[src/rtl/vend_pkg.sv]
package vend_pkg;

    // Money is counted in coin units of UNIT_CENTS.
    localparam int UNIT_CENTS  = 5;
    localparam int PRICE_UNITS = 3;
    localparam int CREDIT_W    = $clog2(PRICE_UNITS + 1);
    localparam int SUM_W       = CREDIT_W + 1;

    localparam logic [CREDIT_W-1:0] FULL_CODE = CREDIT_W'(PRICE_UNITS);

    typedef enum logic [CREDIT_W-1:0] {
        CR_0  = 2'd0,
        CR_5  = 2'd1,
        CR_10 = 2'd2,
        CR_15 = 2'd3
    } credit_e;

    // Single request chosen from the four pulse inputs.
    typedef enum logic [2:0] {
        REQ_IDLE,
        REQ_NICKEL,
        REQ_DIME,
        REQ_VEND,
        REQ_RETURN
    } req_e;

    typedef struct packed {
        logic drop;
        logic back15;
        logic back10;
        logic back5;
    } disp_t;

    localparam int DISP_W = $bits(disp_t);

    // Refund strobe that pays out a given number of units.
    function automatic disp_t refund_units(input logic [SUM_W-1:0] units);
        disp_t d;
        d = '0;
        case (units)
            SUM_W'(1): d.back5  = 1'b1;
            SUM_W'(2): d.back10 = 1'b1;
            SUM_W'(3): d.back15 = 1'b1;
            default:   ;
        endcase
        return d;
    endfunction

    // Value of the coin carried by a request, in units.
    function automatic logic [SUM_W-1:0] coin_units(input req_e r);
        case (r)
            REQ_NICKEL: return SUM_W'(1);
            REQ_DIME:   return SUM_W'(2);
            default:    return '0;
        endcase
    endfunction

endpackage

[src/rtl/vend_req_arb.sv]
module vend_req_arb
    import vend_pkg::*;
(
    input  logic nickel,
    input  logic dime,
    input  logic vend,
    input  logic ret,
    output req_e req
);

    // Fixed priority: return, vend, dime, nickel.
    always_comb begin
        if (ret)
            req = REQ_RETURN;
        else if (vend)
            req = REQ_VEND;
        else if (dime)
            req = REQ_DIME;
        else if (nickel)
            req = REQ_NICKEL;
        else
            req = REQ_IDLE;
    end

endmodule

[src/rtl/vend_step_logic.sv]
module vend_step_logic
    import vend_pkg::*;
(
    input  credit_e credit,
    input  req_e    req,
    output credit_e credit_nxt,
    output disp_t   disp
);

    logic [SUM_W-1:0] sum;
    logic [SUM_W-1:0] excess;

    assign sum    = {1'b0, credit} + coin_units(req);
    assign excess = sum - SUM_W'(PRICE_UNITS);

    always_comb begin
        credit_nxt = credit;
        disp       = '0;
        case (req)
            REQ_RETURN: begin
                disp       = refund_units({1'b0, credit});
                credit_nxt = CR_0;
            end
            REQ_VEND: begin
                if (credit == credit_e'(FULL_CODE)) begin
                    disp.drop  = 1'b1;
                    credit_nxt = CR_0;
                end
            end
            REQ_NICKEL, REQ_DIME: begin
                if (sum > SUM_W'(PRICE_UNITS)) begin
                    credit_nxt = credit_e'(FULL_CODE);
                    disp       = refund_units(excess);
                end else begin
                    credit_nxt = credit_e'(sum[CREDIT_W-1:0]);
                end
            end
            default: ;
        endcase
    end

endmodule

[src/rtl/vend_reg.sv]
module vend_reg #(
    parameter int W = 1
) (
    input  logic         clk,
    input  logic         rst,
    input  logic [W-1:0] d,
    output logic [W-1:0] q
);

    always_ff @(posedge clk) begin
        if (rst)
            q <= '0;
        else
            q <= d;
    end

endmodule

[src/rtl/vend_ctrl.sv]
module vend_ctrl
    import vend_pkg::*;
(
    input  logic clk,
    input  logic rst,
    input  logic coin_nickel,
    input  logic coin_dime,
    input  logic vend_req,
    input  logic return_req,
    output logic drop_o,
    output logic back5_o,
    output logic back10_o,
    output logic back15_o
);

    req_e                req;
    credit_e             credit_q;
    credit_e             credit_nxt;
    logic [CREDIT_W-1:0] credit_bits;
    disp_t               disp_nxt;
    disp_t               disp_q;

    vend_req_arb u_arb (
        .nickel (coin_nickel),
        .dime   (coin_dime),
        .vend   (vend_req),
        .ret    (return_req),
        .req    (req)
    );

    vend_step_logic u_step (
        .credit     (credit_q),
        .req        (req),
        .credit_nxt (credit_nxt),
        .disp       (disp_nxt)
    );

    vend_reg #(.W(CREDIT_W)) u_credit_reg (
        .clk (clk),
        .rst (rst),
        .d   (credit_nxt),
        .q   (credit_bits)
    );

    assign credit_q = credit_e'(credit_bits);

    // Output stage keeps the strobes glitch free.
    vend_reg #(.W(DISP_W)) u_out_reg (
        .clk (clk),
        .rst (rst),
        .d   (disp_nxt),
        .q   (disp_q)
    );

    assign drop_o   = disp_q.drop;
    assign back5_o  = disp_q.back5;
    assign back10_o = disp_q.back10;
    assign back15_o = disp_q.back15;

endmodule

[config.mk]
export PLATFORM = sky130hd
export DESIGN_NAME = vend_ctrl
export DESIGN_NICKNAME = d
export VERILOG_FILES = /design/src/rtl/vend_pkg.sv /design/src/rtl/vend_req_arb.sv /design/src/rtl/vend_step_logic.sv /design/src/rtl/vend_reg.sv /design/src/rtl/vend_ctrl.sv
export SDC_FILE = /design/constraint.sdc
export NUM_CORES = 1
export LEC_CHECK = 0
export ABC_CLOCK_PERIOD_IN_PS = 5400
export CORE_AREA = 10 10 47 49
export DETAILED_ROUTE_END_ITERATION = 8
export DIE_AREA = 0 0 57 59
export DONT_BUFFER_PORTS = 1
export GPL_ROUTABILITY_DRIVEN = 0
export GPL_TIMING_DRIVEN = 0
export HOLD_SLACK_MARGIN = 0.06
export PLACE_DENSITY_LB_ADDON = 0.05
export SYNTH_ARGS = -nofsm -noshare
export SYNTH_HDL_FRONTEND = slang
export SYNTH_SLANG_ARGS = --single-unit
export TNS_END_PERCENT = 100
[constraint.sdc]
create_clock -name clk -period 5.4 [get_ports clk]
set_input_delay 0.27 -clock clk [delete_from_list [all_inputs] [get_ports clk]]
set_output_delay 0.27 -clock clk [all_outputs]
set_load 0.1 [all_outputs]
Yosys cells after proc, flatten, opt, wreduce, memory -nomap -nowiden
Index checks and enable logic that the tools add are counted.

Register bits: 6. Input port bits: 6. Output and inout port bits: 4. Word-level logic and storage cells: 36.

Add/sub/neg operators: 2. Magnitude comparators: 1. Equality and inequality tests: 11. Multiplexer cells: 17. Reduce and logical (&&, ||, !) cells: 3.

Operators by type and width (number): 3-bit by 2-bit == test with 1-bit output, second input constant (4); 3-bit two-way mux (4); 1-bit two-way mux (7); 3-bit by 1-bit == test with 1-bit output, second input constant (2); 2-bit one-hot mux with 3 select lines (1); 3-bit one-hot mux with 2 select lines (1); 2-bit == test, second input constant (2); 2-bit two-way mux (2); 2-bit one-hot mux with 2 select lines (1); 2-bit by 2-bit adder with 3-bit output (1); 3-bit == test, second input constant (1); 3-bit by 2-bit greater-than comparator with 1-bit output, second input constant (1); 3-bit nonzero test (1); 3-bit by 2-bit subtractor with 3-bit output, second input constant (1); 2-bit by 1-bit == test with 1-bit output, second input constant (1); 2-bit by 1-bit inequality test with 1-bit output, second input constant (1); 1-bit one-hot mux with 2 select lines (1); 2-bit AND reduction (1); 2-bit OR reduction (1).

Longest topological paths before layout
Word-level depth: 12. Mapped depth: 8. Gate-level depth less buffers: 8.

By module
Synthesis repeated with hierarchy kept, for this count alone.

Cells, all modules: 54. Area total of the unflattened synthesis: 457.9 um^2.

Modules (own cells, without submodules): vend_step_logic (times used 1, cells an instance 36, area each 266.5 um^2, sequential area each 0.0 um^2); vend_reg at u_out_reg (times used 1, cells an instance 8, area each 105.1 um^2, sequential area each 80.1 um^2); vend_reg at u_credit_reg (times used 1, cells an instance 4, area each 52.6 um^2, sequential area each 40.0 um^2); vend_req_arb (times used 1, cells an instance 6, area each 33.8 um^2, sequential area each 0.0 um^2).

Least setup slack after synthesis
No wires, ideal clock.

Kind: in2reg. Start: input port return_req. End: register u_out_reg.q[1]. Library setup time: 0.092 ns. Data arrival time: 2.075 ns. Data required time: 5.308 ns. Slack: 3.233 ns. Stages on the path: 8. Path buffers: 0. Cells stage by stage: nor4b_1 > ha_1 > fa_1 > and2_1 > ha_1 > nor2_1 > nand4b_1 > o32ai_1.

Longest elaborated chain between the ends: 9. Elaborated cells on any way between the ends: 13. Those cells by class: add/sub (2); order compare (1); eq/ne (4); mux (5); reduce/logical (1).

Ends and longest elaborated chain: from (decl) (line vend_ctrl.sv:9) `input logic return_req,`; 3-bit two-way mux * (line vend_req_arb.sv:13) `if (ret)`; 3-bit by 2-bit == test with 1-bit output or 3-bit by 1-bit == test with 1-bit output (tied branches) (line vend_pkg.sv:51, vend_step_logic.sv:19); 2-bit one-hot mux with 2 select lines (line vend_pkg.sv:51) `case (r)`; 2-bit by 2-bit adder with 3-bit output (line vend_step_logic.sv:13) `assign sum = {1'b0, credit} + coin_units(req);`; 3-bit by 2-bit subtractor with 3-bit output (line vend_step_logic.sv:14) `assign excess = sum - SUM_W'(PRICE_UNITS);`; 3-bit by 2-bit == test with 1-bit output (line vend_pkg.sv:40) `case (units)`; 1-bit two-way mux (line vend_pkg.sv:40); 3-bit two-way mux (line vend_step_logic.sv:31) `if (sum > SUM_W'(PRICE_UNITS)) begin`; 3-bit one-hot mux with 2 select lines * (line vend_step_logic.sv:19) `case (req)`; to (signal assigned) (line vend_reg.sv:12) `q <= '0;`; to (signal assigned) (line vend_reg.sv:14) `q <= d;`; to (decl) (line vend_reg.sv:7) `output logic [W-1:0] q`.

Every way passes the cells marked *; elsewhere a longest branch is shown, timed or not. A chain may end at the register's enable or synchronous reset.

Final worst setup path
Start: input port return_req. End: register u_out_reg.q[0].

Longest elaborated chain between the ends: 9. Elaborated cells on any way between the ends: 13. Those cells by class: add/sub (2); order compare (1); eq/ne (4); mux (5); reduce/logical (1).

Ends and longest elaborated chain (line): 3-bit two-way mux * (vend_req_arb.sv:13); 3-bit by 2-bit == test with 1-bit output or 3-bit by 1-bit == test with 1-bit output (tied branches) (vend_pkg.sv:51, vend_step_logic.sv:19); 2-bit one-hot mux with 2 select lines (vend_pkg.sv:51); 2-bit by 2-bit adder with 3-bit output (vend_step_logic.sv:13); 3-bit by 2-bit subtractor with 3-bit output (vend_step_logic.sv:14); 3-bit by 1-bit == test with 1-bit output (vend_pkg.sv:40); 1-bit two-way mux (vend_pkg.sv:40); 3-bit two-way mux (vend_step_logic.sv:31); 3-bit one-hot mux with 2 select lines * (vend_step_logic.sv:19).

Marks and branches as above.

==> impl_metrics.py <==
metrics = {
    "run_status": {
        "status": "finished, final reports clean",
    },
    "sta": {
        "finalHoldViolCount": 0,
        "clock-skew-final_ps": 3.48,
        "finalCriticalPeriod_ps": 2220,
        "setup_ws_ps": 3180,
        "rsz0062_at_grt": "false",
        "finalSetupViolCount": 0,
        "hold_ws_ps": 230,
        "totalNegativeSetupSlack_ps": 0,
        "fmax_mhz": 451,
        "slew_violations": 0,
        "finalCritPeriodShare": 0.411,
        "relSlewSlack": 0.373,
        "max_slew.worst_pin.slew_ps": 940,
    },
    "clock_tree": {
        "htree_levels": 1,
        "cts_made_buffers": 3,
        "clkSinkCount": 6,
        "cts_tree": "built",
        "clkSlewWorstSetupHoldPaths_ps": 40,
        "cts_max_path_buffers": 2,
        "clk_latency_ps": 240,
        "cts_hold_buf": 0,
        "clk_root_buffer_cell": "clkbuf_4",
        "post-cts-setup-buffer-count": 0,
        "ctsResizeCount": 0,
    },
    "power_and_ir_drop": {
        "power_frac_comb": 0.068,
        "p_leak_nw": 0.129,
        "power_frac_seq": 0.497,
        "powerDensity_nw_per_um2": 240,
        "clkPwrFrac": 0.435,
        "power_mw": 0.0911,
        "p_sw_mw": 0.0185,
        "peakVddDrop_v": 0.0000383,
        "internal_power_mw": 0.0726,
        "switching_share": 0.203,
    },
    "detailed_routing": {
        "wl_per_cell_um": 14.0,
        "ant_nets": 0,
        "drt_iter0_drc": 1,
        "drt-total-wl_um": 814,
        "route.detailed.drc": 0,
        "vias": 278,
        "via_per_inst": 4.79,
        "drt_first_pass_iters": 3,
    },
    "synthesis": {
        "syn-instance-count": 39,
        "ys_warn_count": 0,
        "synth.distinct_cells": 18,
        "synth_area_per_cell_sq_um": 8.63,
        "ys_ff_latch": 6,
        "syn_nets": 48,
        "ys_seq_area_frac": 0.357,
        "syn_area_sq_um": 337,
    },
    "flow_run": {
        "maxCapViolCount": 0,
    },
    "placement": {
        "portBuffers": 0,
        "dp.cells": 55,
        "dp_slack_ps": 2900,
        "place.detailed.hpwl_um": 686,
        "postPlaceCellArea_sq_um": 357,
    },
    "floorplanning": {
        "pin_count": 10,
        "rows": 14,
        "dieArea_sq_um": 3360,
        "design.core.area_sq_um": 1400,
        "fp.dieH_um": 59,
        "die_x_um": 57,
        "start_util": 0.240,
    },
    "cells_and_area": {
        "stdcell_area_sq_um": 379,
        "nNetsFinal": 53,
        "fin_util": 0.271,
        "stdcell_count": 58,
        "final_common_cell": "dfxtp_1",
        "nFillCells": 170,
        "syn_to_final_growth_pct": 12.6,
        "most-common-layout-cells": "6 x dfxtp_1, 5 x nor2_1, 5 x nand2_1",
        "drive_gt1_frac": 0.0952,
        "diodes": 0,
    },
    "global_routing": {
        "grt_antenna_before_repair": 0,
        "grt_util_all_layers": 0.0505,
        "grt_pass1_vias": 299,
        "grt_pass1_wl_mm": 1.26,
        "grt_max_degree": 9,
        "grt-ovfl-total": 0,
    },
    "critical_path": {
        "crit_path_max_fanout": 5,
        "cp-start-kind": "input pin",
        "crit_required_ps": 5540,
        "path_class": "input pin to flip-flop",
        "end_kind": "flip-flop",
        "arrival_ps": 2350,
    },
    "hold_path": {
        "hold_path.class": "input pin to flip-flop",
    },
}
-- cells in the mapped netlist --
cell,count,area share
inv_1,4,0.045
nor3_1,1,0.015
o22ai_1,2,0.037
nor4b_1,1,0.026
and4_1,1,0.026
nand2_1,5,0.056
nor2b_1,1,0.019
nor3b_1,1,0.022
and2_1,1,0.019
o32ai_1,3,0.078
fa_1,1,0.059
nor2_1,5,0.056
or4_4,1,0.033
nand4b_1,1,0.026
a21oi_1,2,0.030
or2b_1,1,0.022
ha_1,2,0.074
dfxtp_1,6,0.36
-- final timing paths --
path                                                     start                             end  slack (ps)  cells past startpoint
worst min-delay path                                  vend_req  u_credit_reg.q[0]$_SDFFE_PP0P_         230                      2
worst min register to register  u_credit_reg.q[0]$_SDFFE_PP0P_  u_credit_reg.q[0]$_SDFFE_PP0P_         530                      2
worst max register to register  u_credit_reg.q[0]$_SDFFE_PP0P_       u_out_reg.q[0]$_SDFF_PP0_        3190                      7
worst max-delay path                                return_req       u_out_reg.q[0]$_SDFF_PP0_        3180                      8
-- sequential cells by signal (all words and copies together) (netlist names) --
register / count
u_credit_reg.q: 2
u_out_reg.q: 4
-- worst max-delay path, stage by stage --
cell      delay, ps
nor4b_1         340
ha_1            230
fa_1            470
and2_1          190
ha_1            170
nor2b_1         200
nand4b_1        200
o32ai_1         280
-- cell families after synthesis --
logic type,synth area share
buffers and inverters,0.0446
adder cells (fa/ha/maj),0.134
flip-flops,0.357
AND/OR/NAND/NOR,0.320
AO/OA/AOI/OAI,0.145
-- per-layer routing --
| metal | vias up | part of all wire | wire (um) | track usage |
|---|---|---|---|---|
| met1 | 121 | 0.42 | 340 | 0.0474 |
| met4 | 0 | 0 | 0 | 0.0503 |
| met2 | 10 | 0.41 | 336 | 0.0651 |
| met3 | 0 | 0.17 | 137 | 0.0429 |
| li1 | 147 | - | - | - |
| met5 | - | 0 | 0 | 0 |
-- power by group through the flow --
stage / Clock [mW] / Sequential (mW) / Combinational (mW)
6_report: 0.0396 / 0.0453 / 0.00621
5_1_grt: 0.0420 / 0.0453 / 0.00685
3_5_place_dp: 0 / 0.0460 / 0.00627
3_3_place_gp: 0 / 0.0460 / 0.00607
4_1_cts: 0.0420 / 0.0453 / 0.00629
2_1_floorplan: 0 / 0.0460 / 0.00504
-- cell type report --
class                           count  area, sq um  area share
Inverter                            4         15.0      0.0396
Clock buffer                        3         22.5      0.0594
Tap cell                           16         20.0      0.0528
Multi-Input combinational cell     29          201       0.531
Sequential cell                     6          120       0.317
Note: power is estimated with default switching activity, not from simulation.
